[config.mk]
export PLATFORM = sky130hd
export DESIGN_NAME = tick_timer
export DESIGN_NICKNAME = d
export VERILOG_FILES = /design/src/rtl/tick_timer_pkg.sv /design/src/rtl/tick_rst_sync.sv /design/src/rtl/tick_regs.sv /design/src/rtl/tick_counter.sv /design/src/rtl/tick_flag.sv /design/src/rtl/tick_timer.sv
export SDC_FILE = /design/constraint.sdc
export NUM_CORES = 1
export LEC_CHECK = 0
export BUFFER_PORTS_ARGS = -buffer_cell sky130_fd_sc_hd__buf_2
export CAP_MARGIN = 0
export CORE_MARGIN = 2
export CORE_UTILIZATION = 49
export DETAILED_ROUTE_END_ITERATION = 8
export PLACE_DENSITY = 0.76
export SETUP_SLACK_MARGIN = 0.3
export SLEW_MARGIN = 10
export SYNTH_ARGS = -nofsm -noshare
export SYNTH_HDL_FRONTEND = slang
export SYNTH_SLANG_ARGS = --single-unit
[constraint.sdc]
create_clock -name clk -period 3.5 [get_ports clk]
set_input_delay 1.05 -clock clk [delete_from_list [all_inputs] [get_ports clk]]
set_output_delay 1.05 -clock clk [all_outputs]
set_load 0.03 [all_outputs]
[src/rtl/tick_timer_pkg.sv]
package tick_timer_pkg;
  localparam int unsigned OFS_CTRL = 32'h0;
  localparam int unsigned OFS_RLD  = 32'h4;
  localparam int unsigned OFS_CUR  = 32'h8;

  localparam int unsigned BIT_RUN  = 0;
  localparam int unsigned BIT_IEN  = 1;
  localparam int unsigned BIT_SRC  = 2;
  localparam int unsigned BIT_FLAG = 16;

  typedef struct packed {
    logic src;
    logic ien;
    logic run;
  } ctrl_t;
endpackage

[src/rtl/tick_rst_sync.sv]
module tick_rst_sync #(
  parameter int unsigned STAGES = 2
) (
  input  logic clk,
  input  logic rst_n_in,
  output logic rst_n_out
);
  logic [STAGES-1:0] sync_q;
  logic [STAGES-1:0] sync_d;

  always_comb begin
    sync_d = {sync_q[STAGES-2:0], 1'b1};
  end

  always_ff @(posedge clk or negedge rst_n_in) begin
    if (!rst_n_in) sync_q <= '0;
    else           sync_q <= sync_d;
  end

  assign rst_n_out = sync_q[STAGES-1];
endmodule

[src/rtl/tick_regs.sv]
module tick_regs
  import tick_timer_pkg::*;
#(
  parameter int unsigned DATA_W = 32,
  parameter int unsigned ADDR_W = 4,
  parameter int unsigned CNT_W  = 24
) (
  input  logic              clk,
  input  logic              rst_n,
  input  logic              bus_we,
  input  logic              bus_re,
  input  logic [ADDR_W-1:0] bus_addr,
  input  logic [DATA_W-1:0] bus_wdata,
  output logic [DATA_W-1:0] bus_rdata,
  input  logic [CNT_W-1:0]  cur_val,
  input  logic              flag_val,
  output ctrl_t             ctrl,
  output logic [CNT_W-1:0]  reload,
  output logic              cur_clr,
  output logic              ctrl_rd
);
  logic         sel_ctrl, sel_rld, sel_cur;
  ctrl_t        ctrl_q, ctrl_d;
  logic [CNT_W-1:0] rld_q, rld_d;
  logic         ctrl_wen, rld_wen;
  logic         unused_wdata;

  assign unused_wdata = ^bus_wdata;

  always_comb begin
    sel_ctrl = (bus_addr == ADDR_W'(OFS_CTRL));
    sel_rld  = (bus_addr == ADDR_W'(OFS_RLD));
    sel_cur  = (bus_addr == ADDR_W'(OFS_CUR));
    ctrl_wen = bus_we && sel_ctrl;
    rld_wen  = bus_we && sel_rld;
    cur_clr  = bus_we && sel_cur;
    ctrl_rd  = bus_re && sel_ctrl;
  end

  always_comb begin
    ctrl_d = ctrl_q;
    rld_d  = rld_q;
    if (ctrl_wen) begin
      ctrl_d.run = bus_wdata[BIT_RUN];
      ctrl_d.ien = bus_wdata[BIT_IEN];
      ctrl_d.src = bus_wdata[BIT_SRC];
    end
    if (rld_wen) rld_d = bus_wdata[CNT_W-1:0];
  end

  always_ff @(posedge clk or negedge rst_n) begin
    if (!rst_n) begin
      ctrl_q <= '0;
      rld_q  <= '0;
    end else begin
      if (ctrl_wen) ctrl_q <= ctrl_d;
      if (rld_wen)  rld_q  <= rld_d;
    end
  end

  always_comb begin
    bus_rdata = '0;
    if (sel_ctrl) begin
      bus_rdata[BIT_RUN]  = ctrl_q.run;
      bus_rdata[BIT_IEN]  = ctrl_q.ien;
      bus_rdata[BIT_SRC]  = ctrl_q.src;
      bus_rdata[BIT_FLAG] = flag_val;
    end else if (sel_rld) begin
      bus_rdata[CNT_W-1:0] = rld_q;
    end else if (sel_cur) begin
      bus_rdata[CNT_W-1:0] = cur_val;
    end
  end

  assign ctrl   = ctrl_q;
  assign reload = rld_q;

  // a control write lands all three fields on the next clock
  p_ctrl_write_r11: assert property (@(posedge clk) disable iff (!rst_n)
    ctrl_wen |=> (ctrl_q.run == $past(bus_wdata[BIT_RUN]) &&
                  ctrl_q.ien == $past(bus_wdata[BIT_IEN]) &&
                  ctrl_q.src == $past(bus_wdata[BIT_SRC])));
  // reload value only moves on a write to its own offset
  p_rld_stable_r1: assert property (@(posedge clk) disable iff (!rst_n)
    !rld_wen |=> $stable(rld_q));
endmodule

[src/rtl/tick_counter.sv]
module tick_counter #(
  parameter int unsigned CNT_W = 24
) (
  input  logic             clk,
  input  logic             rst_n,
  input  logic             run,
  input  logic             clr,
  input  logic [CNT_W-1:0] reload,
  output logic [CNT_W-1:0] cur,
  output logic             wrap
);
  logic [CNT_W-1:0] cur_q, cur_d;
  logic             at_zero;

  always_comb begin
    at_zero = (cur_q == '0);
    wrap    = run && !clr && (cur_q == CNT_W'(1));
    cur_d   = cur_q;
    if (clr)          cur_d = '0;
    else if (at_zero) cur_d = reload;
    else              cur_d = cur_q - CNT_W'(1);
  end

  always_ff @(posedge clk or negedge rst_n) begin
    if (!rst_n)            cur_q <= '0;
    else if (clr || run)   cur_q <= cur_d;
  end

  assign cur = cur_q;

  p_clear_r8: assert property (@(posedge clk) disable iff (!rst_n)
    clr |=> (cur_q == '0));
  p_load_r4: assert property (@(posedge clk) disable iff (!rst_n)
    (run && !clr && cur_q == '0) |=> (cur_q == $past(reload)));
  p_step_r4: assert property (@(posedge clk) disable iff (!rst_n)
    (run && !clr && cur_q != '0) |=> (cur_q == $past(cur_q) - CNT_W'(1)));
  p_hold_r4: assert property (@(posedge clk) disable iff (!rst_n)
    (!run && !clr) |=> $stable(cur_q));
  p_zero_rld_r10: assert property (@(posedge clk) disable iff (!rst_n)
    (cur_q == '0 && reload == '0) |=> (cur_q == '0));
endmodule

[src/rtl/tick_flag.sv]
module tick_flag (
  input  logic clk,
  input  logic rst_n,
  input  logic wrap,
  input  logic ien,
  input  logic rd_clr,
  input  logic wr_clr,
  output logic flag,
  output logic irq
);
  logic flag_q, flag_d;
  logic irq_q, irq_d;

  always_comb begin
    flag_d = flag_q;
    if (wrap)                  flag_d = 1'b1;
    else if (rd_clr || wr_clr) flag_d = 1'b0;
    irq_d = wrap && ien;
  end

  always_ff @(posedge clk or negedge rst_n) begin
    if (!rst_n) begin
      flag_q <= 1'b0;
      irq_q  <= 1'b0;
    end else begin
      flag_q <= flag_d;
      irq_q  <= irq_d;
    end
  end

  assign flag = flag_q;
  assign irq  = irq_q;

  p_flag_set_r6: assert property (@(posedge clk) disable iff (!rst_n)
    wrap |=> flag_q);
  p_read_clear_r7: assert property (@(posedge clk) disable iff (!rst_n)
    (rd_clr && !wrap) |=> !flag_q);
  p_irq_pulse_r9: assert property (@(posedge clk) disable iff (!rst_n)
    irq_q |=> !irq_q);
  p_irq_flag_r9: assert property (@(posedge clk) disable iff (!rst_n)
    irq_q |-> flag_q);
endmodule

[src/rtl/tick_timer.sv]
module tick_timer
  import tick_timer_pkg::*;
#(
  parameter int unsigned DATA_W = 32,
  parameter int unsigned ADDR_W = 4,
  parameter int unsigned CNT_W  = 24,
  parameter int unsigned SYNC_STAGES = 2
) (
  input  logic              clk,
  input  logic              rst_n,
  input  logic              bus_we,
  input  logic              bus_re,
  input  logic [ADDR_W-1:0] bus_addr,
  input  logic [DATA_W-1:0] bus_wdata,
  output logic [DATA_W-1:0] bus_rdata,
  output logic              tick_irq
);
  logic             rst_sync_n;
  ctrl_t            ctrl;
  logic [CNT_W-1:0] reload, cur;
  logic             cur_clr, ctrl_rd, wrap, flag;

  tick_rst_sync #(.STAGES(SYNC_STAGES)) u_rst (
    .clk(clk), .rst_n_in(rst_n), .rst_n_out(rst_sync_n)
  );

  tick_regs #(.DATA_W(DATA_W), .ADDR_W(ADDR_W), .CNT_W(CNT_W)) u_regs (
    .clk(clk), .rst_n(rst_sync_n),
    .bus_we(bus_we), .bus_re(bus_re), .bus_addr(bus_addr),
    .bus_wdata(bus_wdata), .bus_rdata(bus_rdata),
    .cur_val(cur), .flag_val(flag),
    .ctrl(ctrl), .reload(reload), .cur_clr(cur_clr), .ctrl_rd(ctrl_rd)
  );

  tick_counter #(.CNT_W(CNT_W)) u_cnt (
    .clk(clk), .rst_n(rst_sync_n), .run(ctrl.run), .clr(cur_clr),
    .reload(reload), .cur(cur), .wrap(wrap)
  );

  tick_flag u_flag (
    .clk(clk), .rst_n(rst_sync_n), .wrap(wrap), .ien(ctrl.ien),
    .rd_clr(ctrl_rd), .wr_clr(cur_clr), .flag(flag), .irq(tick_irq)
  );
endmodule

# Yosys cells after proc, flatten, opt, wreduce, memory -nomap -nowiden
# Cells that the tools add are included.
# op_classes
reduce_logical,13
n_mux,10
addsub,1
eq_ne,3
# ops
op,n
two-way mux 24 bit,4
equality test 24 x 1 -> 1 bit (second input constant),1
logical NOT 24 bit,1
subtractor 24 x 1 -> 24 bit (second input constant),1
two-way mux 13 bit,1
logical AND 1 bit,7
two-way mux 7 bit,1
equality test 4 x 3 -> 1 bit (second input constant),1
equality test 4 bit (second input constant),1
logical NOT 4 bit,1
two-way mux 1 bit,3
two-way mux 3 bit,1
logical OR 1 bit,2
nonzero test 2 bit,1
logical NOT 1 bit,1
# word_totals
inputBits,40
word_cells,35
out_inout_bits,33
register_bits,55

# Longest topological paths before layout
# logic_depth
word_depth,6
depth_mapped,8
ltp_nobuf,7

# By module
# Synthesis repeated with hierarchy kept, for this count alone.
# unflattened
hier_cells,356
hier_area_um2,3503.4
# modules_own_cells
mod,seq_area_each_um2,instances,cells_each,area_each_um2
tick_counter,600.6,1,208,1785.5
tick_regs,675.6,1,140,1596.5
tick_flag,50.0,1,5,67.6
tick_rst_sync,50.0,1,3,53.8

# Worst setup path before layout
# OpenSTA, ideal clock, no wires.
# synth_timing
kind,input to output
from,input bus_addr[1]
to,output bus_rdata[10]
arrival_ns,2.679
n_path_buf,2
setup_slack_ns,-0.229
required_time_ns,2.450
cell_stages,5
cell_sequence,nor3_1 > and2_1 > clkbuf_1 > buf_1 > a22o_1
# synth_via
elab_chain_cells,4
elab_cells_between_ends,6
cone_classes,eq/ne (2); mux (3); reduce/logical (1)
# synth_lines
item,line,rtl
start: declaration,tick_timer.sv:13,"input logic [ADDR_W-1:0] bus_addr,"
equality test 4 bit,tick_regs.sv:33,sel_cur = (bus_addr == ADDR_W'(OFS_CUR));
two-way mux 24 bit,tick_regs.sv:70,end else if (sel_cur) begin
two-way mux 24 bit,tick_regs.sv:68,end else if (sel_rld) begin
two-way mux 13 bit *,tick_regs.sv:63,if (sel_ctrl) begin
end: declaration,tick_timer.sv:15,"output logic [DATA_W-1:0] bus_rdata,"
# Every way passes the cells marked *; elsewhere a longest branch is shown, timed or not.

# Worst setup path after layout
# layout_timing
from,input bus_addr[1]
to,output bus_rdata[9]
# The elaborated chain is that of the path after synthesis.

==> results by group <==
Status
  – Status: completed

Clock network
  – CTS H-tree depth: 2
  – CTS Buffer Depth: 2
  – Worst-Skew Late Latency: 0.32 ns
  – CTS clk-pin slew, worst paths: 0.10 ns
  – Root buffer cell: clkbuf_8
  – CTS Buf Count: 5
  – CTS tree: done
  – Num Clock Sinks: 55
  – Hold Buf Count CTS: 0

Power and ir drop
  – Worst ir drop on vdd: 264 uV
  – Power Density: 611 mW/mm^2
  – Static leakage: 1.71 nW

Routing
  – DRT iter0 DRCs: 138
  – Final WL: 7.75 mm
  – Vias post-DR: 2732
  – DRT Pass-1 Iters: 4
  – Routed len/inst: 17.1 um
  – Remaining DRCs: 0
  – DR vias/cell: 6.03
  – DRT antenna net count: 0

Synthesis
  – Netlist cell types: 47
  – Sequential area share after synthesis: 44.0%
  – Main combinational cell family by area after synthesis: compound AO/OA/AOI/OAI gates
  – Post-synth EDFFs: 0
  – Area leader, netlist: dfrtp_1
  – FFs w/ async S/R, synth: 100%
  – Cells after Synth: 317
  – Adder-Cell Fraction of Synth Area: 1.20%
  – Mapped cell area: 0.00313 mm^2
  – Mapped Avg Cell Area: 9.88 um^2
  – Post-Synth XOR/XNOR Area: 0.280%
  – Synth Area in Simple Gates: 15.1%
  – Synth Area in Compound Gates: 21.2%
  – Top-area cell type share of the netlist area: 44.0%
  – Synth Register Bits: 55
  – Fraction of synthesized area in multiplexers: 11.5%
  – Syn. warnings: 0
  – Largest cells by area after synthesis: dfrtp_1 44%, mux2_2 10%, a22o_1 5.3%, o21ai_0 3.5%, a221oi_1 2.5%
  – Main synth FF type: dfrtp_1

Finish
  – FF/Latch Area: 0.00138 mm^2
  – ANT cells: 0
  – Final core area utilization: 59.2%
  – Most frequent cells in the layout: 54 x dfrtp_1, 48 x buf_2, 28 x mux2_2
  – Area of the multi-input gates: 0.00161 mm^2
  – # nets final: 418
  – Share of cells above drive strength 1: 35.4%
  – Commonest non-fill, non-tap cell in the layout: dfrtp_1
  – Area grow syn2layout: 18.7%
  – Design area: 0.00371 mm^2
  – Filler cells: 560
  – Non-Filler Instances: 453

Worst setup path
  – CP max FO: 19
  – Critical path class: primary input to output pin
  – Crit start category: primary input
  – Critical path required time: 2.45 ns
  – CP Data Arrival Time: 2.08 ns
  – CP Capture Type: output pin
  – Beginning of the worst register-to-register path: u_cnt.cur[0]
  – CP startpoint: bus_addr[1]
  – R2R setup slack: 0.78 ns

Placement
  – I/O Buffers: 56
  – HPWL Detailed: 5.53 mm
  – Gpl congestion: 0.955
  – Placed Area: 0.00356 mm^2
  – Placed Cells: 445

Timing
  – Count of final hold-check violations: 0
  – Setup_tns: 0 ns
  – Relative slew slack: 53.9%
  – Final Cycle Share: 89.4%
  – Worst slew pin tran: 0.686 ns
  – Final Skew: 0.0124 ns
  – Count of pins over their slew limit: 0
  – RSZ-0062 raised after global routing: true
  – Fmax: 320 MHz
  – Final min period: 3.13 ns
  – # setup viols final: 0

Global routing
  – Vias in the first global route: 2719
  – Initial antenna violation count: 0
  – First-pass GRT wire length: 13.2 mm
  – Total gr overflow: 0
  – Largest net degree at the start of global routing: 32
  – Overall global routing resource usage: 22.9%

Floorplan
  – Die height: 83.9 um
  – Die area: 0.00704 mm^2
  – Core Area: 0.00628 mm^2
  – IO Pins: 73
  – # rows: 29
  – Die Span X: 83.9 um
  – Initial Util: 49.9%

Run
  – Max capacitance violation total: 0

Min path
  – Worst hold path type: flip-flop to asynchronous set/reset pin
## layout make-up
type / instances / share of cell area, %
sequential: 55 / 37.1
clock buffer: 6 / 2.22
timing repair buffer: 73 / 12.2
multi-input combinational: 223 / 43.2
inverter: 17 / 1.72
tap: 77 / 2.59
clock inverter: 2 / 0.943
## sequential cells by signal, summed over array words and instances (netlist names)
register       count
u_cnt.cur         24
u_flag.flag        1
u_flag.irq         1
u_regs.reload     24
u_rst.sync_q       2
u_regs.ctrl        3
## through the flow
stage / power [W] / hold slack, ns / setup WS (ns)
after floorplan: 0.00158 / 0.331 / 0.310
after global placement: 0.00179 / 0.257 / 0.328
after detailed placement: 0.00182 / 0.263 / 0.305
after CTS: 0.00226 / 0.261 / 0.340
after global routing: 0.00241 / 0.298 / 0.290
final: 0.00227 / 0.247 / 0.370
## critical path, cell delays in order
cell and delay, ns:
buf_2 0.13, nor3_4 0.18, and2_1 0.19, buf_12 0.17, a22o_1 0.17, clkbuf_4 0.19
## cell usage after synthesis, types with 2 or more instances
cell and number:
dfrtp_1 55, mux2_2 28, o21ai_0 22, a22o_1 19, clkbuf_1 18, nand2_1 18, inv_1 17, nor2_1 12
a21oi_1 10, a221oi_1 9, nor4_1 9, buf_4 8, nand3_1 8, nor3_1 8, o41ai_1 7, o31ai_1 6
o22ai_1 5, and2_1 4, and3_1 4, nand4_1 4, a22oi_1 3, a31oi_1 3, ha_1 3, mux2i_1 3
or2_2 3, a211oi_1 2, a32o_1 2, a32oi_1 2, buf_1 2, conb_1 2, nand2b_1 2, nand3b_1 2
or4_1 2, or4_4 2
## routing by layer
layer	part of all wire, %	GRT usage, %	up-vias
li1	-	-	1293
met1	45	30.9	1333
met2	48	37.7	90
met3	5.5	3.96	16
met4	2.0	7.18	0
met5	0	0	-
## final timing paths
path,to,cells after the start
worst max-delay path,bus_rdata[9],6
worst min-delay path,u_regs.reload[9],0
worst max register to register,u_cnt.cur[22],7
worst min register to register,u_regs.reload[9],0
max in group asynchronous,u_cnt.cur[15],1
min in group clk,u_rst.sync_q[1],0
## cell families (layout without fill, tap and decap cells)
family | Yosys count | after routing
xor gates and xnor gates | 1 | 1
DFF | 55 | 55
adders and majority gates | 3 | 3
AOI/OAI and AO/OA | 93 | 93
buffers and inverters | 46 | 98
and+or+nand+nor | 85 | 85
muxes | 32 | 32
other | 2 | 9
## report_power, final
part / switching, W / internal [W]
Clock: 0.000211 / 0.000232
Sequential: 0.000238 / 0.000812
Combinational: 0.000422 / 0.000354
Total: 0.000871 / 0.00140
## timing repair
item / 4_1_cts / 5_1_grt
endpoints found under the hold margin: 0 / 0
endpoints found under the setup margin: 1 / 20
gates resized for setup: 1 / 12
buffers inserted: 0 / 0
pin swaps: 0 / 1
No activity file was read; power rests on OpenSTA's default activity.
